===== src/rtl/osched_pkg.sv =====
package osched_pkg;

    typedef enum logic [0:0] {
        ST_RUN  = 1'b0,
        ST_SLOW = 1'b1
    } sched_state_e;

    typedef enum logic [2:0] {
        PK_NONE  = 3'd0,
        PK_FORCE = 3'd1,
        PK_HEAD  = 3'd2,
        PK_SWAP  = 3'd3,
        PK_PARK  = 3'd4,
        PK_SPARE = 3'd5
    } pick_kind_e;

endpackage


===== src/rtl/osched_queue.sv =====
module osched_queue #(
    parameter int DEPTH = 3,
    parameter int EW    = 12
) (
    input  logic                      clk,
    input  logic                      rst_n,
    input  logic                      push,
    input  logic [EW-1:0]             push_ent,
    input  logic [DEPTH-1:0]          rm,
    output logic [DEPTH-1:0][EW-1:0]  ents,
    output logic [DEPTH-1:0]          vld,
    output logic                      full
);

    logic [DEPTH-1:0][EW-1:0] q_r, q_n;
    logic [DEPTH-1:0]         v_r, v_n;

    // Compaction: survivors slide down in order, new entry lands behind them.
    always_comb begin
        int slot;
        slot = 0;
        q_n  = '0;
        v_n  = '0;
        for (int i = 0; i < DEPTH; i++) begin
            if (v_r[i] && !rm[i]) begin
                q_n[slot] = q_r[i];
                v_n[slot] = 1'b1;
                slot      = slot + 1;
            end
        end
        if (push && slot < DEPTH) begin
            q_n[slot] = push_ent;
            v_n[slot] = 1'b1;
        end
    end

    always_ff @(posedge clk) begin
        if (!rst_n) begin
            q_r <= '0;
            v_r <= '0;
        end else begin
            q_r <= q_n;
            v_r <= v_n;
        end
    end

    assign ents = q_r;
    assign vld  = v_r;
    assign full = &v_r;

    // live entries always occupy the low slots, so slot order is arrival order
    assert_queue_packed_R11: assert property (@(posedge clk) disable iff (!rst_n)
        (v_r & (v_r + {{(DEPTH-1){1'b0}}, 1'b1})) == '0);

    // the picker only removes entries that hold a key
    assert_remove_live_R3: assert property (@(posedge clk) disable iff (!rst_n)
        (rm & ~v_r) == '0);

endmodule


===== src/rtl/osched_spare.sv =====
module osched_spare #(
    parameter int EW    = 12,
    parameter int LIMIT = 3
) (
    input  logic          clk,
    input  logic          rst_n,
    input  logic          load,
    input  logic [EW-1:0] load_ent,
    input  logic          take,
    input  logic          bypass,
    output logic [EW-1:0] ent,
    output logic          vld,
    output logic          forced
);

    localparam int AGE_W = $clog2(LIMIT + 1);

    logic [EW-1:0]    ent_r;
    logic             vld_r;
    logic [AGE_W-1:0] age_r;

    always_ff @(posedge clk) begin
        if (!rst_n) begin
            ent_r <= '0;
            vld_r <= 1'b0;
            age_r <= '0;
        end else if (load) begin
            ent_r <= load_ent;
            vld_r <= 1'b1;
            age_r <= '0;
        end else if (take) begin
            vld_r <= 1'b0;
            age_r <= '0;
        end else if (bypass && vld_r && age_r < AGE_W'(LIMIT)) begin
            age_r <= age_r + AGE_W'(1);
        end
    end

    assign ent    = ent_r;
    assign vld    = vld_r;
    assign forced = vld_r && (age_r == AGE_W'(LIMIT));

    // a spare at its limit is never passed over again
    assert_forced_first_R9: assert property (@(posedge clk) disable iff (!rst_n)
        forced |-> !bypass);

    // parking a head key without a swap needs an empty spare
    assert_park_empty_R7: assert property (@(posedge clk) disable iff (!rst_n)
        (load && !take) |-> !vld_r);

endmodule


===== src/rtl/osched_pick.sv =====
module osched_pick
    import osched_pkg::*;
#(
    parameter int DEPTH = 3,
    parameter int EW    = 12,
    parameter int LOW_W = 2
) (
    input  logic                      en,
    input  logic [DEPTH-1:0][EW-1:0]  q_ents,
    input  logic [DEPTH-1:0]          q_vld,
    input  logic [EW-1:0]             sp_ent,
    input  logic                      sp_vld,
    input  logic                      sp_forced,
    input  logic                      prev_vld,
    input  logic [LOW_W-1:0]          prev_low,
    output logic                      issue,
    output logic [EW-1:0]             iss_ent,
    output logic                      iss_slow,
    output logic [DEPTH-1:0]          rm,
    output logic                      sp_load,
    output logic [EW-1:0]             sp_load_ent,
    output logic                      sp_take,
    output logic                      bypass
);

    localparam int IW = (DEPTH > 1) ? $clog2(DEPTH) : 1;

    function automatic logic clash(input logic [EW-1:0] e,
                                   input logic pv,
                                   input logic [LOW_W-1:0] pl);
        return pv && (e[LOW_W-1:0] == pl);
    endfunction

    logic          head_cf, sp_cf, alt_found;
    logic [IW-1:0] alt_idx;
    pick_kind_e    kind;

    always_comb begin
        head_cf = clash(q_ents[0], prev_vld, prev_low);
        sp_cf   = clash(sp_ent, prev_vld, prev_low);
        alt_found = 1'b0;
        alt_idx   = '0;
        for (int i = 1; i < DEPTH; i++) begin
            if (!alt_found && q_vld[i] && !clash(q_ents[i], prev_vld, prev_low)) begin
                alt_found = 1'b1;
                alt_idx   = IW'(i);
            end
        end
    end

    always_comb begin
        if (!en)                                  kind = PK_NONE;
        else if (sp_forced)                       kind = PK_FORCE;
        else if (q_vld[0] && !head_cf)            kind = PK_HEAD;
        else if (q_vld[0] && sp_vld && !sp_cf)    kind = PK_SWAP;
        else if (q_vld[0] && !sp_vld && alt_found) kind = PK_PARK;
        else if (q_vld[0])                        kind = PK_HEAD;
        else if (sp_vld)                          kind = PK_SPARE;
        else                                      kind = PK_NONE;
    end

    always_comb begin
        issue       = 1'b0;
        iss_ent     = '0;
        iss_slow    = 1'b0;
        rm          = '0;
        sp_load     = 1'b0;
        sp_load_ent = q_ents[0];
        sp_take     = 1'b0;
        bypass      = 1'b0;
        unique case (kind)
            PK_NONE: begin
                issue = 1'b0;
            end
            PK_FORCE, PK_SPARE: begin
                issue    = 1'b1;
                iss_ent  = sp_ent;
                iss_slow = sp_cf;
                sp_take  = 1'b1;
            end
            PK_HEAD: begin
                issue    = 1'b1;
                iss_ent  = q_ents[0];
                iss_slow = head_cf;
                rm[0]    = 1'b1;
                bypass   = sp_vld;
            end
            PK_SWAP: begin
                issue   = 1'b1;
                iss_ent = sp_ent;
                rm[0]   = 1'b1;
                sp_take = 1'b1;
                sp_load = 1'b1;
            end
            PK_PARK: begin
                issue       = 1'b1;
                iss_ent     = q_ents[alt_idx];
                rm[0]       = 1'b1;
                rm[alt_idx] = 1'b1;
                sp_load     = 1'b1;
            end
            default: begin
                issue = 1'b0;
            end
        endcase
    end

endmodule


===== src/rtl/overlap_sched.sv =====
module overlap_sched
    import osched_pkg::*;
#(
    parameter int KEY_W     = 8,
    parameter int LOW_W     = 2,
    parameter int LOOKAHEAD = 3,
    parameter int TAG_W     = 4
) (
    input  logic             clk,
    input  logic             rst_n,
    input  logic             in_valid,
    output logic             in_ready,
    input  logic [KEY_W-1:0] in_key,
    output logic             out_valid,
    output logic [KEY_W-1:0] out_key,
    output logic [TAG_W-1:0] out_tag,
    output logic             out_slow
);

    localparam int EW = KEY_W + TAG_W;

    sched_state_e state_r, state_n;

    logic [TAG_W-1:0]              tag_r;
    logic                          push, q_full;
    logic [LOOKAHEAD-1:0][EW-1:0]  q_ents;
    logic [LOOKAHEAD-1:0]          q_vld, rm;
    logic [EW-1:0]                 sp_ent, sp_load_ent, iss_ent;
    logic                          sp_vld, sp_forced, sp_load, sp_take, bypass;
    logic                          issue, iss_slow;

    assign in_ready = !q_full;
    assign push     = in_valid && in_ready;

    osched_queue #(.DEPTH(LOOKAHEAD), .EW(EW)) u_queue (
        .clk      (clk),
        .rst_n    (rst_n),
        .push     (push),
        .push_ent ({tag_r, in_key}),
        .rm       (rm),
        .ents     (q_ents),
        .vld      (q_vld),
        .full     (q_full)
    );

    osched_spare #(.EW(EW), .LIMIT(LOOKAHEAD)) u_spare (
        .clk      (clk),
        .rst_n    (rst_n),
        .load     (sp_load),
        .load_ent (sp_load_ent),
        .take     (sp_take),
        .bypass   (bypass),
        .ent      (sp_ent),
        .vld      (sp_vld),
        .forced   (sp_forced)
    );

    osched_pick #(.DEPTH(LOOKAHEAD), .EW(EW), .LOW_W(LOW_W)) u_pick (
        .en          (state_r == ST_RUN),
        .q_ents      (q_ents),
        .q_vld       (q_vld),
        .sp_ent      (sp_ent),
        .sp_vld      (sp_vld),
        .sp_forced   (sp_forced),
        .prev_vld    (out_valid),
        .prev_low    (out_key[LOW_W-1:0]),
        .issue       (issue),
        .iss_ent     (iss_ent),
        .iss_slow    (iss_slow),
        .rm          (rm),
        .sp_load     (sp_load),
        .sp_load_ent (sp_load_ent),
        .sp_take     (sp_take),
        .bypass      (bypass)
    );

    // Next-state logic
    always_comb begin
        state_n = state_r;
        unique case (state_r)
            ST_RUN:  state_n = (issue && iss_slow) ? ST_SLOW : ST_RUN;
            ST_SLOW: state_n = ST_RUN;
            default: state_n = ST_RUN;
        endcase
    end

    // State register
    always_ff @(posedge clk) begin
        if (!rst_n) state_r <= ST_RUN;
        else        state_r <= state_n;
    end

    // Registered issue outputs and arrival tag counter
    always_ff @(posedge clk) begin
        if (!rst_n) begin
            out_valid <= 1'b0;
            out_key   <= '0;
            out_tag   <= '0;
            out_slow  <= 1'b0;
            tag_r     <= '0;
        end else begin
            out_valid <= issue;
            out_slow  <= issue && iss_slow;
            if (issue) begin
                out_key <= iss_ent[KEY_W-1:0];
                out_tag <= iss_ent[EW-1:KEY_W];
            end
            if (push) tag_r <= tag_r + TAG_W'(1);
        end
    end

    // a slow issue leaves the next cycle empty
    assert_slow_bubble_R5: assert property (@(posedge clk) disable iff (!rst_n)
        (out_valid && out_slow) |=> !out_valid);

    // back-to-back fast issues never share a low sub-word
    assert_fast_differs_R4: assert property (@(posedge clk) disable iff (!rst_n)
        (out_valid && !out_slow && $past(out_valid))
        |-> (out_key[LOW_W-1:0] != $past(out_key[LOW_W-1:0])));

    // slow mode is used only for a real clash with the previous issue
    assert_slow_justified_R8: assert property (@(posedge clk) disable iff (!rst_n)
        (out_valid && out_slow)
        |-> ($past(out_valid) && out_key[LOW_W-1:0] == $past(out_key[LOW_W-1:0])));

    // a spare at its limit takes the very next issue slot
    assert_forced_out_R9: assert property (@(posedge clk) disable iff (!rst_n)
        (state_r == ST_RUN && sp_forced)
        |=> (out_valid && out_tag == $past(sp_ent[EW-1:KEY_W])));

endmodule


===== config.mk =====
export PLATFORM = sky130hd
export DESIGN_NAME = overlap_sched
export DESIGN_NICKNAME = d
export VERILOG_FILES = /design/src/rtl/osched_pkg.sv /design/src/rtl/osched_queue.sv /design/src/rtl/osched_spare.sv /design/src/rtl/osched_pick.sv /design/src/rtl/overlap_sched.sv
export SDC_FILE = /design/constraint.sdc
export NUM_CORES = 1
export LEC_CHECK = 0
export BUFFER_PORTS_ARGS = -buffer_cell sky130_fd_sc_hd__clkbuf_2
export CAP_MARGIN = 0
export CORE_AREA = 2 2 105 81
export CTS_BUF_LIST = sky130_fd_sc_hd__clkbuf_8
export DETAILED_ROUTE_END_ITERATION = 7
export DIE_AREA = 0 0 107 83
export PLACE_DENSITY = 0.81
export SYNTH_ARGS = -nofsm -noshare
export SYNTH_HDL_FRONTEND = slang
export SYNTH_SLANG_ARGS = --single-unit

===== constraint.sdc =====
create_clock -name clk -period 3.1 [get_ports clk]
set_clock_uncertainty 0.15 [all_clocks]
set_input_delay 0.155 -clock clk [delete_from_list [all_inputs] [get_ports clk]]
set_output_delay 0.155 -clock clk [all_outputs]
set_load 0.01 [all_outputs]

==> metrics.csv <==
metric;value;unit
post-synthesis cell area;4380;um^2
area grow syn2layout;15.2;%
setup slack after placement;-0.0380;ns
root buf cell;clkbuf_8;
Hold Slack;0.297;ns
Gate Count Post-Synth;501;
Post-synth EDFFs;0;
Worst Hold Path Cells;3;
Slew @ Worst Pin;0.840;ns
drt via density;6.88;
Yosys warning total;0;
design area;5040;um^2
DP HPWL;8540;um
fin crit share;96.4;%
Non-Filler Instances;638;
CP Cell Sequence;xnor2_4 -> a31oi_4 -> o31ai_4 -> inv_2 -> fa_2 -> nand3_1 -> a211o_1 -> a21o_2 -> a211oi_1;
Starting DRT DRC Count;508;
shortest period the worst path allows;2.99;ns
first-pass GRT wire length;20600;um
delay-heaviest family, CP;compound AO/OA/AOI/OAI gates;
Overflow after GRT;0;
antenna violations before repair;0;
TritonCTS Buffers;9;
Post-Syn Area per Cell;8.74;um^2
Sink Count;73;
sequential area share after synthesis;33.4;%
CP Class;flip-flop to flip-flop;
VDD IR max;237;uV
syn nets;519;
io pins;26;
Crit-path slowest cell;fa_2;
leakage power total;1.83;nW
crit path DAT;3.11;ns
clk_lat worst skew;0.36;ns
Rows;28;
peak per-stage delay on the critical path;0.60;ns
ys async rst share;0;%
overall power;1.91;mW
DIE AREA;8880;um^2
maximum clock path buffer count;2;
Seq cells post-synth;73;
crit end category;flip-flop;
CP required;3.22;ns
IO Port Bufs;25;
gr usage total;28.5;%
Worst Slack Setup Final;0.110;ns
final slew viol count;0;
PwrDens;380;nW/um^2
Area after DPL;4710;um^2
DR vias;4391;
vias in the first global route;4053;
Total Routed Length;12800;um
worst hold endpoint;u_spare.vld$_SDFFE_PN0P_;
Commonest cells post-synth;dfxtp_1 (73), nand2_1 (67), clkbuf_1 (46);
Netlist cell types;56;
layout cell share with drive strength beyond 1;19.1;%
die width;107;um
initial core utilization;56.0;%
Avg WL per Cell;20.1;um
Yosys top cell by area;dfxtp_1;
n_diodes;0;
relative slew slack;43.8;%
worst-path fanout max;12;
H-tree depth;3;
top-count cell post-synth;dfxtp_1;
DRC;0;
Fmax;334;MHz
DRT Pass-1 Iters;5;
worst reg2reg endpoint;u_queue.ents[16]$_SDFF_PN0_;
most area-consuming cells after synthesis;dfxtp_1 (33%), a211oi_1 (6.2%), nand2_1 (5.7%);
post-synth top area share;33.4;%
Placed Instances;614;
Nets;547;
CTS tree;yes;
Worst Path Buf+Inv;1;
CP Launch Type;flip-flop;
reg2reg start;u_queue.ents[12]$_SDFF_PN0_;
Hold Vio Cnt, Final;0;
status;completed;
post-route ant nets;0;
clk slew on worst S/H paths;0.08;ns
flop2flop setup slack;0.11;ns
Hold Crit Class;input pin to flip-flop;
Post-synth top flop;dfxtp_1;
worst r2r path cells;9;
hold_sp;rst_n;
Die Ht;83;um
Placeable Area;7810;um^2
Final Setup Violations;0;
largest net degree at the start of global routing;64;
max-cap violation count;0;
Placer Congestion;0.914;
==> worst min-delay path: cells and delay by family <==
kind            cells  cell delay, ns
buf+inv             2            0.38
compound gates      1            0.23
==> what timing repair did <==
action                                  4_1_cts  5_1_grt
cloned                                        0        0
hold endpoints to repair                     17        0
buffers inserted                              0        0
endpoints found under the setup margin       24       29
gates resized for setup                       2       11
hold buffers                                  9        0
==> cells in the final DEF, fill, tap and decap left out, drive strengths merged, types with 3 or more instances in the layout <==
master and n:
dfxtp 73, nand2 67, nor3b 15, and3 16
mux2i 25, a21oi 5, a221oi 13, a211oi 37
a32oi 12, nand3 18, buf 35, clkinv 3
a311o 12, nor2 13, inv 9, ha 6
a31oi 16, xor2 5, o311ai 24, o2111ai 4
a32o 12, o21ai 13, and2 12, dlygate4sd3 9
a21o 3, nor2b 4, clkbuf 35, xnor2 7
==> final cells by class <==
cell class	instances	area [um^2]
clock inverter	5	56.3
timing repair buffer	69	490
sequential	73	1470
inverter	9	33.8
tap	105	131
fill	657	2770
multi-input combinational	367	2720
clock buffer	10	138
==> layer usage <==
| layer | share of wire [%] | vias up | global-route usage, % |
|---|---|---|---|
| met5 | 0 | - | 0 |
| met1 | 43 | 2106 | 40.0 |
| li1 | - | 2007 | - |
| met4 | 2.0 | 0 | 6.73 |
| met3 | 8.0 | 36 | 5.34 |
| met2 | 47 | 242 | 45.5 |
==> registers in the layout, summed over array words and instances, names as in the netlist <==
signal         cells
u_queue.ents      36
u_spare.ent       12
out_key            8
out_tag            4
tag_r              4
u_queue.vld        3
u_spare.age_r      2
out_slow           1
out_valid          1
state_r            1
u_spare.vld        1
==> worst max path at each step <==
stage | startpoint | endpoint | slack [ns] | cells past startpoint
floorplan | u_spare.age_r[0]$_SDFFE_PP0P_ | u_queue.ents[0]$_SDFF_PN0_ | 0.003 | 12
global placement | out_key[1]$_SDFFE_PN0P_ | u_queue.ents[16]$_SDFF_PN0_ | 0.01 | 9
detailed placement | out_key[1]$_SDFFE_PN0P_ | u_queue.ents[22]$_SDFF_PN0_ | -0.04 | 9
CTS | out_key[1]$_SDFFE_PN0P_ | u_queue.ents[22]$_SDFF_PN0_ | 0.04 | 9
global route | out_key[1]$_SDFFE_PN0P_ | u_queue.ents[15]$_SDFF_PN0_ | -0.009 | 11
finish | u_queue.ents[12]$_SDFF_PN0_ | u_queue.ents[16]$_SDFF_PN0_ | 0.11 | 9
==> power breakdown <==
part           internal, mW  leakage [nW]  total [mW]  switching (mW)
Combinational        0.0736          1.14       0.180           0.107
Sequential            0.956         0.595       0.978          0.0218
Clock                 0.388        0.0981       0.756           0.368
==> stage by stage <==
step	util, %	setup TNS [ns]
final	64.6	0
after global routing	64.6	-0.0210
after floorplan	-	0
after detailed placement	60.3	-0.128
after global placement	60.3	0
after CTS	64.0	0
==> logic make-up (layout without fill, tap and decap cells) <==
kind of cell               after synthesis  in the layout  share of synthesized area [%]
xor gates and xnor gates                12             12                           3.09
adders and majority gates                7              7                           2.17
and+or+nand+nor                        157            157                           18.1
AOI/OAI and AO/OA                      165            165                           31.2
buffers and inverters                   61             93                           6.00
DFF                                     73             73                           33.4
muxes                                   26             26                           6.06
Note: power is estimated with default switching activity, not from simulation.
